### src/rtl/spi_regfront.sv
module spi_regfront #(
  parameter int          ADDR_W       = 8,
  parameter int          KEY_LSB      = 24,
  parameter logic [3:0]  KEY_FIRST    = 4'h5,
  parameter logic [3:0]  KEY_SECOND   = 4'hA,
  parameter logic [63:0] HARD_RST_VAL = 64'h0
) (
  input  logic              clk,
  input  logic              rst_n,
  input  logic              req_valid,
  input  logic              req_write,
  input  logic [ADDR_W-1:0] req_addr,
  input  logic [63:0]       req_wdata,
  output logic [63:0]       rd_data_o,
  input  logic              eng_rx_load,
  input  logic [63:0]       eng_rx_data,
  input  logic              eng_tx_consume,
  output logic [63:0]       err_o,
  output logic [63:0]       ctr_cfg_o,
  output logic [63:0]       gen_cfg_o,
  output logic [63:0]       clk_cfg_o,
  output logic [63:0]       mm_cfg_o,
  output logic [63:0]       tx_data_o,
  output logic [63:0]       rx_data_o,
  output logic [63:0]       status_o,
  output logic [63:0]       seq_opcodes_o
);
  localparam int IDX_W   = ADDR_W - 3;
  localparam int NUM_OPS = 8;
  localparam logic [IDX_W-1:0] I_ERR = IDX_W'(0);
  localparam logic [IDX_W-1:0] I_CTR = IDX_W'(1);
  localparam logic [IDX_W-1:0] I_CFG = IDX_W'(2);
  localparam logic [IDX_W-1:0] I_CLK = IDX_W'(3);
  localparam logic [IDX_W-1:0] I_MM  = IDX_W'(4);
  localparam logic [IDX_W-1:0] I_TX  = IDX_W'(5);
  localparam logic [IDX_W-1:0] I_RX  = IDX_W'(6);
  localparam logic [IDX_W-1:0] I_SEQ = IDX_W'(7);
  localparam logic [IDX_W-1:0] I_STS = IDX_W'(8);

  wire [IDX_W-1:0] idx = req_addr[ADDR_W-1:3];
  wire rd = req_valid & ~req_write;
  wire wr = req_valid & req_write;

  logic rx_full, rx_ovr, tx_full, tx_ovr, tx_under;
  logic [7:0]  seq_op [NUM_OPS];
  logic [63:0] seq_word;
  logic [63:0] rd_mux;

  wire key_hit = (clk_cfg_o[KEY_LSB +: 4] == KEY_FIRST) &&
                 (req_wdata[KEY_LSB +: 4] == KEY_SECOND);

  assign status_o = {rx_full, rx_ovr, 2'b00, tx_full, tx_ovr, tx_under, 57'd0};

  for (genvar k = 0; k < NUM_OPS; k++) begin : g_op
    always_ff @(posedge clk) begin
      if (!rst_n)                   seq_op[k] <= '0;
      else if (wr && idx == I_SEQ)  seq_op[k] <= req_wdata[63-8*k -: 8];
    end
    assign seq_word[63-8*k -: 8]  = seq_op[k];
    assign seq_opcodes_o[8*k +: 8] = seq_op[k];
  end

  always_comb begin
    case (idx)
      I_ERR:   rd_mux = err_o;
      I_CTR:   rd_mux = ctr_cfg_o;
      I_CFG:   rd_mux = gen_cfg_o;
      I_CLK:   rd_mux = clk_cfg_o;
      I_MM:    rd_mux = mm_cfg_o;
      I_TX:    rd_mux = tx_data_o;
      I_RX:    rd_mux = rx_data_o;
      I_SEQ:   rd_mux = seq_word;
      I_STS:   rd_mux = status_o;
      default: rd_mux = '1;
    endcase
  end

  always_ff @(posedge clk) begin
    if (!rst_n) begin
      rd_data_o <= '0;
      err_o     <= '0;
      ctr_cfg_o <= '0;
      gen_cfg_o <= '0;
      clk_cfg_o <= '0;
      mm_cfg_o  <= '0;
      tx_data_o <= '0;
      rx_data_o <= '0;
      rx_full   <= 1'b0;
      rx_ovr    <= 1'b0;
      tx_full   <= 1'b0;
      tx_ovr    <= 1'b0;
      tx_under  <= 1'b0;
    end else begin
      if (rd) rd_data_o <= rd_mux;
      if (wr && idx == I_ERR) err_o     <= req_wdata;
      if (wr && idx == I_CTR) ctr_cfg_o <= req_wdata;
      if (wr && idx == I_CFG) gen_cfg_o <= req_wdata;
      if (wr && idx == I_MM)  mm_cfg_o  <= req_wdata;
      if (wr && idx == I_TX)  tx_data_o <= req_wdata;
      if (wr && idx == I_CLK) clk_cfg_o <= key_hit ? HARD_RST_VAL : req_wdata;

      if (wr && idx == I_RX)  rx_data_o <= req_wdata;
      else if (eng_rx_load)   rx_data_o <= eng_rx_data;

      if (rd && idx == I_RX)  rx_full <= 1'b0;
      else if (eng_rx_load)   rx_full <= 1'b1;

      if (wr && idx == I_STS)          rx_ovr <= req_wdata[63];
      else if (eng_rx_load && rx_full) rx_ovr <= 1'b1;

      if (wr && idx == I_STS) tx_ovr <= req_wdata[59];

      if (wr && idx == I_TX)  tx_full <= 1'b1;
      else if (eng_tx_consume) tx_full <= 1'b0;

      if (wr && idx == I_TX)                tx_under <= 1'b0;
      else if (eng_tx_consume && !tx_full)  tx_under <= 1'b1;
    end
  end
endmodule

### config.mk
export PLATFORM = sky130hd
export DESIGN_NAME = spi_regfront
export DESIGN_NICKNAME = d
export VERILOG_FILES = /design/src/rtl/spi_regfront.sv
export SDC_FILE = /design/constraint.sdc
export NUM_CORES = 1
export LEC_CHECK = 0
export ABC_CLOCK_PERIOD_IN_PS = 3900
export BUFFER_PORTS_ARGS = -buffer_cell sky130_fd_sc_hd__buf_2
export CAP_MARGIN = 20
export CORE_AREA = 2 2 304 306
export CTS_CLUSTER_DIAMETER = 150
export CTS_CLUSTER_SIZE = 40
export DETAILED_ROUTE_END_ITERATION = 8
export DIE_AREA = 0 0 306 308
export HOLD_SLACK_MARGIN = 0.03
export SYNTH_ARGS = -nofsm -noshare
export SYNTH_HDL_FRONTEND = slang
export SYNTH_SLANG_ARGS = --single-unit
### constraint.sdc
create_clock -name clk -period 3.9 [get_ports clk]
set_input_delay 0.195 -clock clk [delete_from_list [all_inputs] [get_ports clk]]
set_output_delay 0.195 -clock clk [all_outputs]
set_load 0.03 [all_outputs]
---- Yosys cells after proc, flatten, opt, wreduce, memory -nomap -nowiden ----
Memory sizes are Yosys's and may differ from the RTL's.
Cells that the tools add are included.
cells by class
  bitwise operators ....................... 12
  multiplexer cells ....................... 20
  equal/unequal tests ..................... 10
  reduce and logical (&&, ||, !) cells .... 20
operator list
  kind                                                                   count
  64-bit case mux with 9 select lines                                    1
  64-bit two-way mux                                                     3
  8-bit two-way mux                                                      8
  5-bit by 3-bit equality test with 1-bit output, second input constant  4
  1-bit logical AND                                                      13
  5-bit by 2-bit equality test with 1-bit output, second input constant  2
  1-bit two-way mux                                                      8
  1-bit OR                                                               8
  2-bit nonzero test                                                     3
  5-bit by 1-bit equality test with 1-bit output, second input constant  1
  5-bit by 4-bit equality test with 1-bit output, second input constant  1
  5-bit zero test                                                        1
  4-bit by 3-bit equality test with 1-bit output, second input constant  1
  4-bit equality test, second input constant                             1
  2-bit OR reduction                                                     2
  1-bit AND                                                              2
  1-bit NOT                                                              2
  1-bit zero test                                                        1
word-level totals
  input port bits ......................... 142
  bits in writable memories ............... 64
  memories ................................ 1
  output and inout port bits .............. 640
  register bits after elaboration ......... 517
  word-level logic and storage cells ...... 76
memories
  name    words  bits a word  rd ports  clocked after Yosys merged registers in  write ports  line  text
  seq_op  8      8            8         0                                        8            45    logic [7:0] seq_op [NUM_OPS];

---- Depth between registers and ports, before layout ----
  word-level depth ........................ 6
  depth in mapped cells ................... 9
  depth with buffers taken out ............ 4

---- Worst setup path after synthesis ----
No wires, ideal clock.
  path kind ............................... input -> register
  from .................................... input req_addr[3]
  to ...................................... memory seq_op[0][0], enable pin
  arrival time ............................ 2.578 ns
  required time ........................... 3.477 ns
  stages on the path ...................... 8
  setup slack ............................. 0.899 ns
  buffers on the path ..................... 4
  library setup time ...................... 0.423 ns
  path through ............................ buf_4 > and2_0 > buf_2 > and2_1 > buf_2 > clkbuf_1 > nand2_1 > nand2_1
RTL lines
  element             line  text
  start: declaration  12    input logic [ADDR_W-1:0] req_addr,
  end: declaration    45

---- Final worst setup path ----
  from .................................... input req_addr[3]
  to ...................................... register rx_data_o[51]
on the way
  cells in the longest elaborated chain, start to end .. 3
ends and longest elaborated chain
  element                                                   line  text
  5-bit by 3-bit equality test with 1-bit output *          102   if (wr && idx == I_RX) rx_data_o <= req_wdata;
  1-bit logical AND *                                       102
  64-bit two-way mux or 2-bit nonzero test (tied branches)  --
  end signal: assignment                                    102
  end signal: assignment                                    103   else if (eng_rx_load) rx_data_o <= eng_rx_data;
  end: declaration                                          24    output logic [63:0] rx_data_o,
Every way passes the cells marked *; elsewhere a longest branch is shown, timed or not.
A chain may end at the register's enable or synchronous reset.

==> impl_metrics.csv <==
group,metric,value,unit
grt,grt_pass1_wl,183,mm
sta,tightestPinTransition,1.20,ns
critical_path,cp_max_fo,43,
status,status,"completed",
floorplan,num_rows,111,
place,dpl.hpwl,86.6,mm
floorplan,start_util,0.286,
cts,cts_num_sinks,581,
cells_and_area,drive_gt1_frac,0.257,
yosys,synthFlopType,"dfxtp_1",
place,dpl-instance-area,30500,µm²
pwr,power.leakage,13.7,nW
route,wirelength,133,mm
cts,clk_latency,0.63,ns
cells_and_area,stdcell_area,32400,µm²
cts,cts-htree-levels,1,
cells_and_area,area_growth,24.6,%
route,vias_per_cell,5.34,
yosys,ys_types,61,
route,final_antenna_net_count,0,
cts,clockBufferDepth,3,
critical_path,crit_required,4.43,ns
pwr,p_per_area,335,nW/µm²
cts,root_buffer,"clkbuf_16",
cts,clkTransAtPathRegs,0.15,ns
grt,antenna_found_initial,6,
route,post_drt_wl_per_cell,28.2,µm
yosys,syn-mean-instance-area,9.02,µm²
critical_path,start_kind,"input pin",
sta,fin_setup_tns,0,ns
yosys,async_flop_share,0,
floorplan,dieArea,94200,µm²
route,dr_total_vias,25200,
sta,setup_viol,0,
cells_and_area,multi_input_area,12300,µm²
min_path,hold_class,"in2reg",
pwr,ir_drop,283,µV
critical_path,worst_r2r_path_depth,5,
cts,cts_buffers,18,
sta,relSlewSlack,0.201,
grt,grt_max_degree,163,
grt,grt_util_all_layers,0.268,
floorplan,fp.coreArea,91000,µm²
place,place_ws,0.820,ns
cells_and_area,register_area,12300,µm²
sta,clock-skew-final,0.0334,ns
floorplan,ios,782,
sta,min_period,2.81,ns
yosys,syn_area,26000,µm²
cells_and_area,layout.nets,3660,
grt,grt_overflow,0,
sta,rsz0062_at_grt,"false",
cts,post_cts_buffers,0,
sta,slew_viol_final,0,
route,drc,0,
critical_path,critical_path_class,"in2reg",
place,place.gp.congestion,0.817,
yosys,postSynthCellCount,2881,
yosys,ys_warn_count,0,
min_path,holdPathStages,4,
cts,cts_tree,"yes",
job,cap_violations,0,
cells_and_area,fillerInstances,9335,
sta,hold_violations,0,
yosys,synth_seq_cells,581,
sta,clock.fmax,356,MHz
floorplan,die_x,306,µm
route,first_iter_violations,2636,
sta,layout_setup_ws,1.09,ns
floorplan,die_y,308,µm
place,io_buffer_count,719,
route,first_pass_iters,6,
yosys,synth-seq-area-share,0.472,
sta,post-route-period-util,0.721,
critical_path,worst_setup_path_end_kind,"register",
grt,grt_pass1_vias,24000,
pwr,p_total,0.0108,W
critical_path,crit_arrival,3.34,ns
yosys,synth_edf_count,64,
[synth_stat cells (all sizes together), types with 50 or more instances]
cell | number | area, µm²
buf | 139 | 946
clkbuf | 230 | 863
edfxtp | 64 | 1920
and2 | 67 | 419
a221oi | 52 | 455
mux2i | 134 | 1340
a31oi | 50 | 313
nor2b | 66 | 413
a21boi | 323 | 2420
dfxtp | 517 | 10300
nand2 | 719 | 2700
o211a | 65 | 651
a22oi | 115 | 863
a21oi | 74 | 370
o21ai | 67 | 335
[placed cells by master (no fill, tap or decap), types with 4 or more instances in the layout]
cell / instances
nand2_1: 718
buf_2: 714
dfxtp_1: 517
a21boi_0: 285
mux2i_1: 134
dlygate4sd3_1: 132
a22oi_1: 115
a21oi_1: 74
o21ai_0: 67
and2_1: 66
nor2b_1: 65
o211a_1: 65
buf_4: 64
edfxtp_1: 64
conb_1: 59
a221oi_1: 52
a31oi_1: 50
mux2_2: 41
a21boi_1: 38
o22ai_1: 24
clkbuf_16: 20
buf_12: 14
and3_1: 11
nor2_1: 10
clkbuf_1: 10
nand3_1: 8
nor2_4: 7
a32o_1: 7
o32ai_1: 7
nand3_4: 6
a2111oi_0: 6
nor3_4: 5
a22o_1: 5
or4b_2: 4
or3_1: 4
or3b_2: 4
inv_1: 4
[path summary, 6_finish.rpt]
| check | from | endpoint | slack (ns) |
|---|---|---|---|
| worst max-delay path | req_addr[3] | rx_data_o[51] | 1.09 |
| worst min-delay path | eng_rx_load | rx_data_o[27] | 0.28 |
| worst max register to register | clk_cfg_o[26] | clk_cfg_o[1] | 1.86 |
| worst min register to register | mm_cfg_o[14] | mm_cfg_o[14] | 0.48 |
[worst max-delay path, stage by stage]
cell and delay [ns]:
buf_4 0.22, buf_4 0.32, nor4b_2 0.49, buf_4 0.24
nand3_4 0.57, buf_12 0.44, o211a_1 0.24, dlygate4sd3_1 0.54
[what timing repair did]
action,CTS,global route
hold buffers,132,0
resized for setup,0,0
hold endpoints to repair,519,0
[sequential cells by signal, indices dropped and copies added (netlist names), 64 cells and up]
register,count
tx_data_o,64
seq_op,64
ctr_cfg_o,64
clk_cfg_o,64
mm_cfg_o,64
err_o,64
rd_data_o,64
rx_data_o,64
gen_cfg_o,64
[kinds of logic after synthesis]
logic type,after synthesis,synth area share
multiplexers,176,0.0702
buffers and inverters,374,0.0703
flip-flops,581,0.472
other,1,0.000144
AO/OA/AOI/OAI,809,0.228
AND/OR/NAND/NOR,940,0.159
[report_power, final]
group	internal, W	total (W)	switching, W
registers	0.00618	0.00629	0.000107
logic	0.000488	0.00155	0.00106
clock network	0.000977	0.00301	0.00203
total	0.00765	0.0108	0.00320
[metrics by stage]
stage | util | hold WS (ns) | instances
6_report | 0.356 | 0.278 | 4716
5_1_grt | 0.356 | 0.296 | 4716
4_1_cts | 0.356 | 0.243 | 4715
3_5_place_dp | 0.335 | 0.457 | 4552
3_3_place_gp | 0.335 | 0.449 | 4551
2_1_floorplan | - | 0.383 | 2939
[area by class of cell]
class	instances	share of cell area
Clock inverter	1	0.000502
Antenna cell	1	0.0000773
Inverter	5	0.000580
Timing Repair Buffer	928	0.177
Sequential cell	581	0.379
Clock buffer	30	0.0166
Tap cell	1186	0.0458
Multi-Input combinational cell	1984	0.381
[routing by layer]
metal / share of wire / track usage / routed length [µm]
met1: 0.40 / 0.340 / 53500
met2: 0.46 / 0.444 / 61800
met3: 0.089 / 0.0544 / 11800
met4: 0.045 / 0.107 / 6000
met5: 0.000068 / 0 / 9
Note: power is estimated with default switching activity, not from simulation.
